<file path="src/rtl/buck_prot_pkg.sv">
package buck_prot_pkg;

  typedef enum logic {
    UV_WATCH = 1'b0,
    UV_REST  = 1'b1
  } uv_state_t;

  typedef struct packed {
    logic hs_kill;
    logic ls_kill;
    logic ls_force;
  } gate_ovr_t;

  // Fixed priority of fault responses onto the gate overrides.
  function automatic gate_ovr_t pick_override(input logic ov_latched,
                                              input logic oc_latched,
                                              input logic ov_soft,
                                              input logic uv_resting);
    gate_ovr_t g;
    g = '0;
    if (ov_latched) begin
      g.hs_kill  = 1'b1;
      g.ls_force = 1'b1;
    end else if (oc_latched) begin
      g.hs_kill = 1'b1;
      g.ls_kill = 1'b1;
    end else if (ov_soft) begin
      g.hs_kill  = 1'b1;
      g.ls_force = 1'b1;
    end else if (uv_resting) begin
      g.hs_kill = 1'b1;
      g.ls_kill = 1'b1;
    end
    return g;
  endfunction

endpackage

</file>
<file path="src/rtl/oc_run_guard.sv">
module oc_run_guard #(
  parameter int OC_TRIP_COUNT = 4
) (
  input  logic clk,
  input  logic por_n,
  input  logic cyc_tick,
  input  logic valley_oc,
  output logic oc_latched
);
  localparam int CW = $clog2(OC_TRIP_COUNT + 1);

  logic [CW-1:0] run_q;
  logic          run_done;

  assign run_done = (run_q == CW'(OC_TRIP_COUNT - 1));

  always_ff @(posedge clk or negedge por_n) begin
    if (!por_n) begin
      run_q      <= '0;
      oc_latched <= 1'b0;
    end else if (cyc_tick) begin
      if (valley_oc) begin
        if (run_q != CW'(OC_TRIP_COUNT)) run_q <= run_q + 1'b1;
        if (run_done) oc_latched <= 1'b1;
      end else begin
        run_q <= '0;
      end
    end
  end

  // latch sets only on a tick carrying an over-current sample
  a_r1_trip_needs_event: assert property (@(posedge clk) disable iff (!por_n)
    $rose(oc_latched) |-> $past(cyc_tick && valley_oc));

  // once set, stays set until reset
  a_r3_oc_sticky: assert property (@(posedge clk) disable iff (!por_n)
    oc_latched |=> oc_latched);

endmodule

</file>
<file path="src/rtl/ov_guard.sv">
module ov_guard (
  input  logic clk,
  input  logic por_n,
  input  logic fb_ov_low,
  input  logic fb_ov_high,
  input  logic ss_done,
  output logic ov_soft,
  output logic ov_latched
);
  logic hard_hit;
  assign hard_hit = fb_ov_high && ss_done;

  always_ff @(posedge clk or negedge por_n) begin
    if (!por_n) begin
      ov_soft    <= 1'b0;
      ov_latched <= 1'b0;
    end else begin
      ov_soft <= fb_ov_low && !ss_done;
      if (hard_hit) ov_latched <= 1'b1;
    end
  end

  // soft response only while soft-start was running
  a_r4_soft_pre_ss: assert property (@(posedge clk) disable iff (!por_n)
    ov_soft |-> $past(!ss_done && fb_ov_low));

  // latched trip only from the high threshold after soft-start
  a_r5_hard_source: assert property (@(posedge clk) disable iff (!por_n)
    $rose(ov_latched) |-> $past(fb_ov_high && ss_done));

  // sticky until reset
  a_r3_ov_sticky: assert property (@(posedge clk) disable iff (!por_n)
    ov_latched |=> ov_latched);

endmodule

</file>
<file path="src/rtl/uv_hiccup.sv">
module uv_hiccup
  import buck_prot_pkg::*;
#(
  parameter int UV_DELAY_CYC = 1000,
  parameter int HICCUP_CYC   = 50000
) (
  input  logic clk,
  input  logic por_n,
  input  logic fb_uv,
  input  logic ss_done,
  input  logic hold_off,
  output logic resting,
  output logic restart_req
);
  localparam int MAXC = (UV_DELAY_CYC > HICCUP_CYC) ? UV_DELAY_CYC : HICCUP_CYC;
  localparam int CW   = $clog2(MAXC + 1);

  uv_state_t     st_q;
  logic [CW-1:0] cnt_q;
  logic          uv_qual;
  logic          delay_hit;
  logic          rest_over;

  assign uv_qual   = fb_uv && ss_done;
  assign delay_hit = uv_qual && (cnt_q == CW'(UV_DELAY_CYC - 1));
  assign rest_over = (cnt_q == CW'(HICCUP_CYC - 1));
  assign resting   = (st_q == UV_REST);

  always_ff @(posedge clk or negedge por_n) begin
    if (!por_n) begin
      st_q        <= UV_WATCH;
      cnt_q       <= '0;
      restart_req <= 1'b0;
    end else begin
      restart_req <= 1'b0;
      case (st_q)
        UV_WATCH: begin
          if (delay_hit) begin
            st_q  <= UV_REST;
            cnt_q <= '0;
          end else if (uv_qual) begin
            cnt_q <= cnt_q + 1'b1;
          end else begin
            cnt_q <= '0;
          end
        end
        default: begin
          if (rest_over) begin
            st_q        <= UV_WATCH;
            cnt_q       <= '0;
            restart_req <= !hold_off;
          end else begin
            cnt_q <= cnt_q + 1'b1;
          end
        end
      endcase
    end
  end

  // entering the rest interval needs a qualified under-voltage
  a_r7_rest_entry: assert property (@(posedge clk) disable iff (!por_n)
    $rose(resting) |-> $past(fb_uv && ss_done));

  // restart is a single-cycle pulse following the rest interval
  a_r8_single_pulse: assert property (@(posedge clk) disable iff (!por_n)
    restart_req |=> !restart_req);

  a_r8_after_rest: assert property (@(posedge clk) disable iff (!por_n)
    restart_req |-> $past(resting) && !resting);

endmodule

</file>
<file path="src/rtl/buck_fault_supervisor.sv">
module buck_fault_supervisor
  import buck_prot_pkg::*;
#(
  parameter int OC_TRIP_COUNT = 4,
  parameter int UV_DELAY_CYC  = 1000,
  parameter int HICCUP_CYC    = 50000
) (
  input  logic clk,
  input  logic por_n,
  input  logic cyc_tick,
  input  logic valley_oc,
  input  logic fb_ov_low,
  input  logic fb_ov_high,
  input  logic fb_uv,
  input  logic ss_done,
  output logic hs_kill,
  output logic ls_kill,
  output logic ls_force,
  output logic shutdown,
  output logic restart_req
);
  logic      oc_latched;
  logic      ov_soft;
  logic      ov_latched;
  logic      uv_resting;
  logic      uv_restart;
  gate_ovr_t ovr;

  oc_run_guard #(.OC_TRIP_COUNT(OC_TRIP_COUNT)) oc_i (
    .clk(clk), .por_n(por_n), .cyc_tick(cyc_tick), .valley_oc(valley_oc),
    .oc_latched(oc_latched)
  );

  ov_guard ov_i (
    .clk(clk), .por_n(por_n), .fb_ov_low(fb_ov_low), .fb_ov_high(fb_ov_high),
    .ss_done(ss_done), .ov_soft(ov_soft), .ov_latched(ov_latched)
  );

  uv_hiccup #(.UV_DELAY_CYC(UV_DELAY_CYC), .HICCUP_CYC(HICCUP_CYC)) uv_i (
    .clk(clk), .por_n(por_n), .fb_uv(fb_uv), .ss_done(ss_done),
    .hold_off(oc_latched || ov_latched),
    .resting(uv_resting), .restart_req(uv_restart)
  );

  assign ovr         = pick_override(ov_latched, oc_latched, ov_soft, uv_resting);
  assign hs_kill     = ovr.hs_kill;
  assign ls_kill     = ovr.ls_kill;
  assign ls_force    = ovr.ls_force;
  assign shutdown    = oc_latched || ov_latched;
  assign restart_req = uv_restart;

  // any shutdown keeps the upper switch off
  a_r2_shutdown_hs_off: assert property (@(posedge clk) disable iff (!por_n)
    shutdown |-> hs_kill);

  // lower switch is never forced on and off together
  a_r6_ls_exclusive: assert property (@(posedge clk) disable iff (!por_n)
    !(ls_kill && ls_force));

  // shutdown does not fall outside reset
  a_r3_shutdown_hold: assert property (@(posedge clk) disable iff (!por_n)
    shutdown |=> shutdown);

  // no restart while latched
  a_r10_no_restart_latched: assert property (@(posedge clk) disable iff (!por_n)
    $past(shutdown) |-> !restart_req);

endmodule

</file>
<file path="config.mk">
export PLATFORM = sky130hd
export DESIGN_NAME = buck_fault_supervisor
export DESIGN_NICKNAME = d
export VERILOG_FILES = /design/src/rtl/buck_prot_pkg.sv /design/src/rtl/oc_run_guard.sv /design/src/rtl/ov_guard.sv /design/src/rtl/uv_hiccup.sv /design/src/rtl/buck_fault_supervisor.sv
export SDC_FILE = /design/constraint.sdc
export NUM_CORES = 1
export LEC_CHECK = 0
export ABC_AREA = 0
export BUFFER_PORTS_ARGS = -buffer_cell sky130_fd_sc_hd__buf_4
export CAP_MARGIN = 25
export CORE_ASPECT_RATIO = 1.25
export CORE_UTILIZATION = 35
export DETAILED_ROUTE_END_ITERATION = 7
export GPL_TIMING_DRIVEN = 0
export PLACE_DENSITY = 0.52
export SLEW_MARGIN = 20
export SYNTH_ARGS = -nofsm -noshare
export SYNTH_HDL_FRONTEND = slang
export SYNTH_SLANG_ARGS = --single-unit
</file>
<file path="constraint.sdc">
create_clock -name clk -period 4.78 [get_ports clk]
set_input_delay 0 -clock clk [delete_from_list [all_inputs] [get_ports clk]]
set_output_delay 0 -clock clk [all_outputs]
set_load 0.03 [all_outputs]
</file>
==> Word-level counts from Yosys, hierarchy flattened <==
Cells that the tools add are included.
{ "totals": {"reg_bits": 24, "input_bits": 8, "out_inout_bits": 5, "elab_cells": 43} }
{ "classes": {"add_sub_neg": 2, "eq_ne": 5, "n_mux": 20, "reduce_logical": 9} }
{ "ops": {"columns": ["op", "count"], "rows": [
  ["16-bit 2-to-1 mux", 4],
  ["16-bit by 1-bit adder with 16-bit output (second input constant)", 1],
  ["16-bit by 10-bit equality test with 1-bit output (second input constant)", 1],
  ["16-bit equality test (second input constant)", 1],
  ["1-bit 2-to-1 mux", 12],
  ["3-bit 2-to-1 mux", 2],
  ["1-bit logical AND", 4],
  ["2-bit 2-to-1 mux", 2],
  ["3-bit by 1-bit adder with 3-bit output (second input constant)", 1],
  ["3-bit by 2-bit equality test with 1-bit output (second input constant)", 1],
  ["3-bit != test (second input constant)", 1],
  ["3-bit AND reduction", 1],
  ["1-bit logical NOT", 2],
  ["2-bit by 1-bit != test with 1-bit output (second input constant)", 1],
  ["2-bit AND reduction", 1],
  ["1-bit logical OR", 1]
]} }

==> Longest topological paths before layout <==
Gate-level depths: netlist (run 1).
{ "logic_depth": {"depth_word": 4, "mapped_depth": 6, "mapped_depth_nobuf": 6} }

==> Modules after synthesis <==
A second synthesis (run 1) with hierarchy kept.
{ "hier_totals": {"hier_cells": 117, "hier_area_um2": 1218.7} }
{ "modules_own_cells": {"columns": ["mod", "n_inst", "cells_per_inst", "area_per_inst_um2", "seq_area_each_um2"], "rows": [
  ["uv_hiccup", 1, 88, 902.1, 450.4],
  ["oc_run_guard", 1, 19, 217.7, 100.1],
  ["ov_guard", 1, 4, 63.8, 50.0],
  ["buck_fault_supervisor", 1, 6, 35.0, 0.0]
]} }

==> Worst setup path before layout (run 1) <==
No wires, ideal clock.
{ "synth_timing": {"path_type": "register to register", "startpoint": "reg uv_i.cnt_q[4]", "endpoint": "reg uv_i.cnt_q[10]", "setup_ns": 0.119, "arrival_time_ns": 1.905, "required_time_ns": 4.661, "setup_slack_ns": 2.756, "path_stages_with_launch": 6, "path_buffers": 1, "synth_period_minus_slack_ns": 2.024, "path_cell_list": "dfrtp_1 or4_4 or4_4 a21boi_4 buf_6 nor2_1"} }
{ "synth_between": {"elab_chain_cells": 4, "elab_cells_between_ends": 8, "classes_between": "add/sub: 1; eq/ne: 2; mux: 4; reduce/logical: 1"} }
{ "synth_lines": {"columns": ["item", "line", "rtl"], "rows": [
  ["from (decl)", "uv_hiccup.sv:19", "logic [CW-1:0] cnt_q;"],
  ["from (signal assigned)", "uv_hiccup.sv:42", "cnt_q <= cnt_q + 1'b1;"],
  ["from (signal assigned)", "uv_hiccup.sv:53", "cnt_q <= cnt_q + 1'b1;"],
  ["16-bit by 1-bit adder with 16-bit output or 16-bit by 10-bit equality test with 1-bit output (tied branches)", "uv_hiccup.sv:42, uv_hiccup.sv:53, uv_hiccup.sv:25", null],
  ["16-bit 2-to-1 mux or 1-bit logical AND (tied branches)", "uv_hiccup.sv:41, uv_hiccup.sv:25", null],
  ["16-bit 2-to-1 mux", "uv_hiccup.sv:38", "if (delay_hit) begin"],
  ["16-bit 2-to-1 mux *", "uv_hiccup.sv:36", "case (st_q)"]
]} }
Every way passes the cells marked *; elsewhere a longest branch is shown, timed or not.
A chain may end at the register's enable or synchronous reset.

==> Worst setup path after layout (run 1) <==
{ "layout_timing": {"startpoint": "reg uv_i.cnt_q[4]", "endpoint": "reg uv_i.cnt_q[7]"} }
Same word-level chain as after synthesis.

==> impl_metrics.env, run 1 <==
export IMPL_drtIter0Drc=18
export IMPL_yosys_top_cells_area="dfrtp_1 (50%), xnor2_1 (8.0%), nor2_1 (6.5%)"
export IMPL_busiest_layer="met2"
export IMPL_gp_congestion=0.718
export IMPL_r2r_slack_ps=2610
export IMPL_path_class="reg2reg"
export IMPL_ctsResizeCount=0
export IMPL_vdd_ir_drop_max_mv=0.181
export IMPL_synth_top_area_cell="dfrtp_1"
export IMPL_arrival_ps=2330
export IMPL_async_flop_share=1.00
export IMPL_start_util=0.372
export IMPL_period_share=0.455
export IMPL_synth_common_cells="dfrtp_1 (24), nor2_1 (21), xnor2_1 (11)"
export IMPL_syn_area_per_cell_um2=9.91
export IMPL_drc=0
export IMPL_grt_pass1_wl_mm=3.91
export IMPL_root_buffer="clkbuf_8"
export IMPL_met2_usage=0.239
export IMPL_rows=23
export IMPL_htreeDepth=1
export IMPL_vias=920
export IMPL_synthSimpleGateAreaFrac=0.251
export IMPL_synth_top_family_by_area="simple AND/OR/NAND/NOR gates"
export IMPL_setup_violations=0
export IMPL_synth_fa_ha_area_frac=0.0414
export IMPL_setup_tns_ps=0
export IMPL_synth_enable_flop_cells=0
export IMPL_syn2layout_area_growth_pct=20.5
export IMPL_path_max_fanout=10
export IMPL_status="finished clean"
export IMPL_period_needed_ps=2170
export IMPL_die_w_um=54.6
export IMPL_antennaDiodeCount=0
export IMPL_ant_nets=0
export IMPL_cts_setup_buffers=0
export IMPL_dieArea_um2=3690
export IMPL_synth_cell_types=27
export IMPL_hold_viol_final=0
export IMPL_cts_tree="yes"
export IMPL_io_buffers=12
export IMPL_core_um2=3250
export IMPL_fill_cells=313
export IMPL_grt_max_degree=25
export IMPL_syn_inst=122
export IMPL_finalPower_mw=0.400
export IMPL_synth_top_area_frac=0.497
export IMPL_ys_flop_type="dfrtp_1"
export IMPL_clock_latency_ps=260
export IMPL_ys_ff_latch=24
export IMPL_yosysMostFrequentCell="dfrtp_1"
export IMPL_drive_gt1_frac=0.139
export IMPL_syn_cell_area_um2=1210
export IMPL_io_pins=13
export IMPL_grtUsageTotal=0.148
export IMPL_overflow=0
export IMPL_maxSlewViolCount=0
export IMPL_leakage_nw=0.600
export IMPL_power_density_nw_per_um2=275
export IMPL_grt_pass1_vias=941
export IMPL_required_ps=4940
export IMPL_clk_path_buf_depth=2
export IMPL_met3_usage=0.0203
export IMPL_ys_seq_area_frac=0.497
export IMPL_fp_dieH_um=67.7
export IMPL_fmax_mhz=460
export IMPL_synth_compound_area_share=0.0828
export IMPL_hp_class="in2reg"
export IMPL_antenna_found_initial=0
export IMPL_synthMuxAreaShare=0
export IMPL_cts_sinks=24
export IMPL_drt_first_pass_iters=2
export IMPL_clk_pin_slew_worst_paths_ps=80
export IMPL_numCtsBuffers=3
export IMPL_totalWireLength_mm=2.31
export IMPL_vias_per_cell=5.08
export IMPL_fin_nets=158
export IMPL_grt_met1_usage=0.187
export IMPL_post_dp_hpwl_mm=1.67
export IMPL_yosys_warnings=0
export IMPL_cts_hold_buffers=7
export IMPL_tightest_slew_ps=405
export IMPL_relSlewSlack=0.726
export IMPL_cp_end_kind="flip-flop"
export IMPL_synth_xor_xnor_area_share=0.0942
export IMPL_routedWlPerCell_um=12.8
export IMPL_rsz0062_at_grt="no"
export IMPL_max_cap_violations=0
export IMPL_finClkSkew_ps=1.10
export IMPL_cp_start_kind="flip-flop"
export IMPL_syn_nets=134
[sequential cells by signal, indices dropped and copies added, names as in the netlist]
register and count:
ov_i.ov_latched 1, uv_i.cnt_q 16, oc_i.run_q 3, oc_i.oc_latched 1
uv_i.restart_req 1, uv_i.resting 1, ov_i.ov_soft 1
[worst max-delay path, cell delays in order (launching register included)]
cell and delay (ps):
dfrtp_1 440, or4_4 570, or4_4 550, a21boi_4 270, buf_6 180, nor2_1 60
[routing by layer]
layer  part of all wire  vias to the layer above
met5                  0                        -
met4              0.021                        0
met3              0.022                        5
met2               0.48                       10
met1               0.48                      438
li1                   -                      467
[cell usage in the layout, fill, tap and decap left out, drive strengths merged]
| cell type | Yosys | final |
|---|---|---|
| a21boi | 1 | 1 |
| a21o | 2 | 2 |
| a21oi | 1 | 1 |
| a22o | 2 | 2 |
| buf | 1 | 13 |
| clkbuf | 0 | 3 |
| dfrtp | 24 | 24 |
| dlygate4sd3 | 0 | 7 |
| ha | 4 | 4 |
| inv | 8 | 8 |
| nand2 | 9 | 9 |
| nand3 | 7 | 7 |
| nand4 | 3 | 3 |
| nand4b | 1 | 1 |
| nor2 | 21 | 21 |
| nor2b | 2 | 2 |
| nor3 | 5 | 5 |
| nor4 | 2 | 2 |
| o21ai | 4 | 4 |
| o31ai | 2 | 2 |
| o41ai | 1 | 1 |
| or2 | 1 | 1 |
| or3 | 2 | 2 |
| or4 | 4 | 4 |
| or4b | 1 | 1 |
| or4bb | 1 | 1 |
| xnor2 | 11 | 11 |
| xor2 | 2 | 2 |
[worst paths after layout]
check	endpoint	from	cells past startpoint
max	uv_i.cnt_q[7]	uv_i.cnt_q[4]	5
min	uv_i.resting	fb_uv	3
max reg2reg	uv_i.cnt_q[7]	uv_i.cnt_q[4]	5
min reg2reg	ov_i.ov_latched	ov_i.ov_latched	1
max in group asynchronous	uv_i.cnt_q[8]	por_n	2
min in group asynchronous	ov_i.ov_soft	por_n	2
[power breakdown]
part,internal [mW],switching [mW],total (mW)
combinational,0.0304,0.0306,0.0610
sequential,0.213,0.00736,0.221
clock,0.0564,0.0617,0.118
[area by class of cell]
cell class                 count  area, um2  area share
clock buffer                   3       41.3      0.0284
tap                           37       46.3      0.0318
multi-input combinational     89        567       0.389
timing repair buffer          19        160       0.110
buffer                         1       11.3     0.00773
sequential                    24        601       0.412
inverter                       8       30.0      0.0206
[cells by family after synthesis]
kind of cell	after synthesis
adders and majority gates	4
AOI/OAI and AO/OA	13
DFF	24
and+or+nand+nor	59
buffers and inverters	9
xor gates and xnor gates	13
[per-stage QoR]
stage	cell area (um2)	utilization	setup slack [ps]	std cells	hold WS, ps
5_1_grt	1460	0.448	2500	181	47.5
3_3_place_gp	1350	0.414	2600	171	-82.2
2_1_floorplan	1210	-	2760	122	-296
6_report	1460	0.448	2610	181	22.6
4_1_cts	1460	0.448	2600	181	23.9
3_5_place_dp	1350	0.414	2610	171	-80.3
No activity file was read; power rests on OpenSTA's default activity.
==> run 2: changes to the inputs <==
- PLACE_DENSITY: 0.52 -> 0.54
- clock period: 4.78 -> 1.9 ns (I/O delays scaled with it)
==> run 2 against run 1 <==
Against the previous run:
- the flow now finishes with violations (negative setup slack)
- non-clock buffer count up 9
- total power rose to 2.5 times the previous value
- fmax is 8.2% higher
- critical path depth unchanged
- wire length is 8.8% higher
- critical path type unchanged
- critical endpoint is now uv_i.cnt_q[9]
==> impl_metrics.env, run 2 (synthesized netlist as in run 1, its figures left out) <==
export IMPL_dp_cells=171
export IMPL_pwr_share_clk=0.299
export IMPL_worstSetupStartpoint="uv_i.cnt_q[11]"
export IMPL_reg2reg_depth=5
export IMPL_leakage_nw=0.640
export IMPL_dieArea_um2=3690
export IMPL_r2r_start="uv_i.cnt_q[11]"
export IMPL_combPwrFrac=0.145
export IMPL_max_cap_violations=0
export IMPL_largestRegisters="uv_i.cnt_q x16, oc_i.run_q x3"
export IMPL_finalPower_mw=1.00
export IMPL_drtIter0Drc=11
export IMPL_grt_pass1_vias=1022
export IMPL_antenna_found_initial=0
export IMPL_critPathCapture="uv_i.cnt_q[9]"
export IMPL_totalWireLength_mm=2.52
export IMPL_critical_path_top_delay_family="simple AND/OR/NAND/NOR gates"
export IMPL_core_um2=3250
export IMPL_vdd_ir_drop_max_mv=0.473
export IMPL_finClkSkew_ps=1.18
export IMPL_relSlewSlack=0.737
export IMPL_r2r_slack_ps=-110
export IMPL_vias_per_cell=5.14
export IMPL_crit_top_cell="or4_4"
export IMPL_status="finished with violations"
export IMPL_placed_area_um2=1350
export IMPL_clk_pin_slew_worst_paths_ps=80
export IMPL_overflow=0
export IMPL_root_buffer="clkbuf_8"
export IMPL_grt_pass1_wl_mm=4.46
export IMPL_cts_sinks=24
export IMPL_htreeDepth=1
export IMPL_cp_end_kind="flip-flop"
export IMPL_cts_tree="yes"
export IMPL_tightest_slew_ps=394
export IMPL_regMostFlops="uv_i.cnt_q"
export IMPL_largest_reg_flops=16
export IMPL_power_switching_mw=0.250
export IMPL_slowest_stage="or4_4"
export IMPL_setup_tns_ps=-1540
export IMPL_multi_input_area_um2=574
export IMPL_switching_share=0.249
export IMPL_io_buffers=12
export IMPL_clk_path_buf_depth=2
export IMPL_regArea_um2=601
export IMPL_intPower_mw=0.752
export IMPL_period_needed_ps=2010
export IMPL_period_share=1.06
export IMPL_rsz0062_at_grt="yes"
export IMPL_whs_path_depth=3
export IMPL_layout_setup_ws_ps=-110
export IMPL_final_cells=190
export IMPL_violations="negative setup slack"
export IMPL_grt_max_degree=25
export IMPL_numCtsBuffers=3
export IMPL_fill_cells=314
export IMPL_clock_latency_ps=260
export IMPL_path_depth=5
export IMPL_post_dp_hpwl_mm=1.67
export IMPL_maxSlewViolCount=0
export IMPL_path_cells="or4_4, or4_4, a21boi_4, buf_6, nor2_1"
export IMPL_fin_nets=167
export IMPL_drc=0
export IMPL_rows=23
export IMPL_power_density_nw_per_um2=654
export IMPL_cp_start_kind="flip-flop"
export IMPL_drt_first_pass_iters=4
export IMPL_hold_viol_final=0
export IMPL_vias=977
export IMPL_antennaDiodeCount=0
export IMPL_required_ps=2060
export IMPL_fmax_mhz=497
export IMPL_grtUsageTotal=0.168
export IMPL_fp_dieH_um=67.7
export IMPL_critPathBufInv=1
export IMPL_slowest_delay_ps=550
export IMPL_arrival_ps=2170
export IMPL_sequentialPowerShare=0.556
export IMPL_drive_gt1_frac=0.196
export IMPL_hp_class="in2reg"
export IMPL_io_pins=13
export IMPL_final_common_cell="dfrtp_1"
export IMPL_path_class="reg2reg"
export IMPL_design_area_um2=1530
export IMPL_path_max_fanout=10
export IMPL_start_util=0.372
export IMPL_die_w_um=54.6
export IMPL_gp_congestion=0.748
export IMPL_routedWlPerCell_um=13.2
export IMPL_ant_nets=0
export IMPL_setup_violations=16
export IMPL_mostFrequentLayoutCells="dfrtp_1 (24), nor2_1 (21), buf_4 (21)"
export IMPL_syn2layout_area_growth_pct=26.7
export IMPL_r2r_end="uv_i.cnt_q[9]"
[run 2: changes by cell type in the layout (fill, tap and decap cells not counted)]
cell     before  now
o41ai_1       1    0
buf_4        12   21
o41ai_2       0    1
[run 2: area by class of cell]
cell class                 instances  share of cell area
sequential                        24               0.392
multi-input combinational         89               0.375
timing repair buffer              28               0.149
tap                               37              0.0302
clock buffer                       3              0.0270
inverter                           8              0.0196
buffer                             1             0.00735
[run 2: timing repair]
item	4_1_cts	5_1_grt
setup buffers	9	0
hold buffers	7	0
endpoints found under the hold margin	30	0
gates resized for setup	1	0
endpoints found under the setup margin	16	16
[run 2: tightest hold or removal path, stage by stage]
cell and delay [ps]:
buf_4 110, nand2_1 70, o31ai_1 70
[run 2: worst min path at each step]
stage	startpoint	end	slack, ps
final	fb_uv	uv_i.resting	20
after global routing	fb_uv	uv_i.resting	40
after floorplan	por_n	oc_i.oc_latched	-300
after global placement	por_n	ov_i.ov_soft	-80
after CTS	fb_uv	uv_i.resting	20
after detailed placement	por_n	uv_i.restart_req	-80
[run 2: per-layer routing]
layer | vias up | global-route usage | share of wire
met4 | 0 | 0.0673 | 0.018
met3 | 5 | 0.0270 | 0.015
met1 | 480 | 0.208 | 0.46
li1 | 483 | - | -
met2 | 9 | 0.284 | 0.51
met5 | - | 0 | 0
[run 2: per-stage QoR]
stage	setup WS, ps	hold WS [ps]	util
global placement	-203	-83.6	0.414
CTS	-113	17.5	0.471
floorplan	-40.9	-296	-
detailed placement	-195	-75.5	0.414
finish	-110	17.1	0.471
global route	-176	37.1	0.471
[run 2: power groups by stage]
stage	registers [mW]	clock network [mW]	logic [mW]
floorplan	0.562	0	0.0838
global placement	0.566	0	0.117
detailed placement	0.567	0	0.126
CTS	0.558	0.310	0.148
global route	0.563	0.331	0.179
finish	0.557	0.300	0.145
==> run 3: changes to the inputs <==
- MAX_ROUTING_LAYER: default -> met4
- SLEW_MARGIN: 20 -> default
==> run 3 against run 2 <==
Against the previous run:
- the flow still finishes with violations (negative setup slack)
- die area unchanged
- clock-buffer cell count unchanged
- cell count is the same
- worst setup slack about the same
- first-iteration DRC count down 27%
- critical path type unchanged
- largest cell class unchanged
- largest power group unchanged
- highest routed layer unchanged
==> impl_metrics.env, run 3 (synthesized netlist as in run 1, its figures left out) <==
export IMPL_antenna_found_initial=0
export IMPL_slowest_stage="or4_4"
export IMPL_timing_hold_ws_ps=17.6
export IMPL_drt_first_pass_iters=4
export IMPL_path_class="reg2reg"
export IMPL_path_cells="or4_4, or4_4, a21boi_4, buf_6, nor2_1"
export IMPL_leakage_nw=0.640
export IMPL_die_w_um=54.6
export IMPL_finalPower_mw=1.00
export IMPL_mostFrequentLayoutCells="dfrtp_1 (24), nor2_1 (21), buf_4 (21)"
export IMPL_numCtsBuffers=3
export IMPL_fill_cells=314
export IMPL_drtIter0Drc=8
export IMPL_vdd_ir_drop_max_mv=0.472
export IMPL_grtUsageTotal=0.173
export IMPL_worstHoldStart="fb_uv"
export IMPL_largest_reg_flops=16
export IMPL_overflow=0
export IMPL_fin_nets=167
export IMPL_regMostFlops="uv_i.cnt_q"
export IMPL_routedWlPerCell_um=13.2
export IMPL_final_util=0.471
export IMPL_crit_top_cell="or4_4"
export IMPL_cp_end_kind="flip-flop"
export IMPL_reg2reg_depth=5
export IMPL_cp_start_kind="flip-flop"
export IMPL_dp_cells=171
export IMPL_tightest_slew_ps=394
export IMPL_power_density_nw_per_um2=654
export IMPL_vias_per_cell=5.14
export IMPL_fp_dieH_um=67.7
export IMPL_rsz0062_at_grt="yes"
export IMPL_clock_latency_ps=260
export IMPL_final_common_cell="dfrtp_1"
export IMPL_final_cells=190
export IMPL_largestRegisters="uv_i.cnt_q x16, oc_i.run_q x3"
export IMPL_syn2layout_area_growth_pct=26.7
export IMPL_vias=976
export IMPL_arrival_ps=2170
export IMPL_maxSlewViolCount=0
export IMPL_clk_pin_slew_worst_paths_ps=80
export IMPL_relSlewSlack=0.737
export IMPL_rows=23
export IMPL_drc=0
export IMPL_fmax_mhz=497
export IMPL_clk_path_buf_depth=2
export IMPL_whs_path_depth=3
export IMPL_hp_class="in2reg"
export IMPL_placed_area_um2=1350
export IMPL_grt_pass1_wl_mm=4.46
export IMPL_cts_tree="yes"
export IMPL_root_buffer="clkbuf_8"
export IMPL_start_util=0.372
export IMPL_grt_max_degree=25
export IMPL_r2r_end="uv_i.cnt_q[9]"
export IMPL_r2r_start="uv_i.cnt_q[11]"
export IMPL_period_needed_ps=2010
export IMPL_htreeDepth=1
export IMPL_required_ps=2060
export IMPL_setup_violations=16
export IMPL_post_dp_hpwl_mm=1.67
export IMPL_gp_congestion=0.758
export IMPL_antennaDiodeCount=0
export IMPL_grt_pass1_vias=1025
export IMPL_io_pins=13
export IMPL_ant_nets=0
export IMPL_drive_gt1_frac=0.196
export IMPL_dieArea_um2=3690
export IMPL_path_max_fanout=10
export IMPL_r2r_slack_ps=-110
export IMPL_worstSetupStartpoint="uv_i.cnt_q[11]"
export IMPL_max_cap_violations=0
export IMPL_hold_viol_final=0
export IMPL_core_um2=3250
export IMPL_period_share=1.06
export IMPL_io_buffers=12
export IMPL_design_area_um2=1530
export IMPL_cts_sinks=24
export IMPL_totalWireLength_mm=2.51
export IMPL_critPathCapture="uv_i.cnt_q[9]"
export IMPL_status="finished with violations"
export IMPL_layout_setup_ws_ps=-110
export IMPL_slowest_delay_ps=550
export IMPL_violations="negative setup slack"
export IMPL_finClkSkew_ps=1.55
-- run 3: cell counts in the layout (fill, tap and decap cells not counted) --
No cell type changed its count.
-- run 3: through the flow --
stage	worst slack, ps	TNS, ps
4_1_cts	-113	-1560
5_1_grt	-176	-2440
6_report	-110	-1540
3_5_place_dp	-195	-2180
2_1_floorplan	-40.9	-409
3_3_place_gp	-203	-2330
-- run 3: layout make-up --
| class | count | area (um2) | share of cell area |
|---|---|---|---|
| Sequential cell | 24 | 601 | 0.392 |
| Tap cell | 37 | 46.3 | 0.0302 |
| Inverter | 8 | 30.0 | 0.0196 |
| Multi-Input combinational cell | 89 | 574 | 0.375 |
| Timing Repair Buffer | 28 | 228 | 0.149 |
| Buffer | 1 | 11.3 | 0.00735 |
| Clock buffer | 3 | 41.3 | 0.0270 |
-- run 3: critical path, delay by kind of cell, from the launching register on --
kind | cells | cell delay, ps
compound gates | 1 | 210
flops | 1 | 400
simple gates | 3 | 1120
buf+inv | 1 | 170
-- run 3: metal layers --
metal / track usage / wire (um)
met1: 0.208 / 1150
met2: 0.284 / 1280
met3: 0.0270 / 37
met4: 0.0673 / 44
met5: - / 0
-- run 3: what timing repair did --
action / CTS / global route
setup endpoints to repair: 16 / 16
hold buffers: 7 / 0
gates resized for setup: 1 / 0
gates cloned: 0 / 0
hold endpoints to repair: 30 / 0
setup buffers: 9 / 0
-- run 3: how the worst min path moves through the flow --
| stage | endpoint | slack [ps] |
|---|---|---|
| 2_1_floorplan | oc_i.oc_latched | -300 |
| 3_3_place_gp | ov_i.ov_soft | -80 |
| 3_5_place_dp | uv_i.restart_req | -80 |
| 4_1_cts | uv_i.resting | 20 |
| 5_1_grt | uv_i.resting | 40 |
| 6_report | uv_i.resting | 20 |
-- run 3: report_power, final --
group | internal, mW | switching, mW | leakage (nW) | total, mW
registers | 0.537 | 0.0202 | 0.296 | 0.557
clock network | 0.142 | 0.157 | 0.0216 | 0.299
logic | 0.0731 | 0.0715 | 0.323 | 0.145
total | 0.752 | 0.249 | 0.640 | 1.00
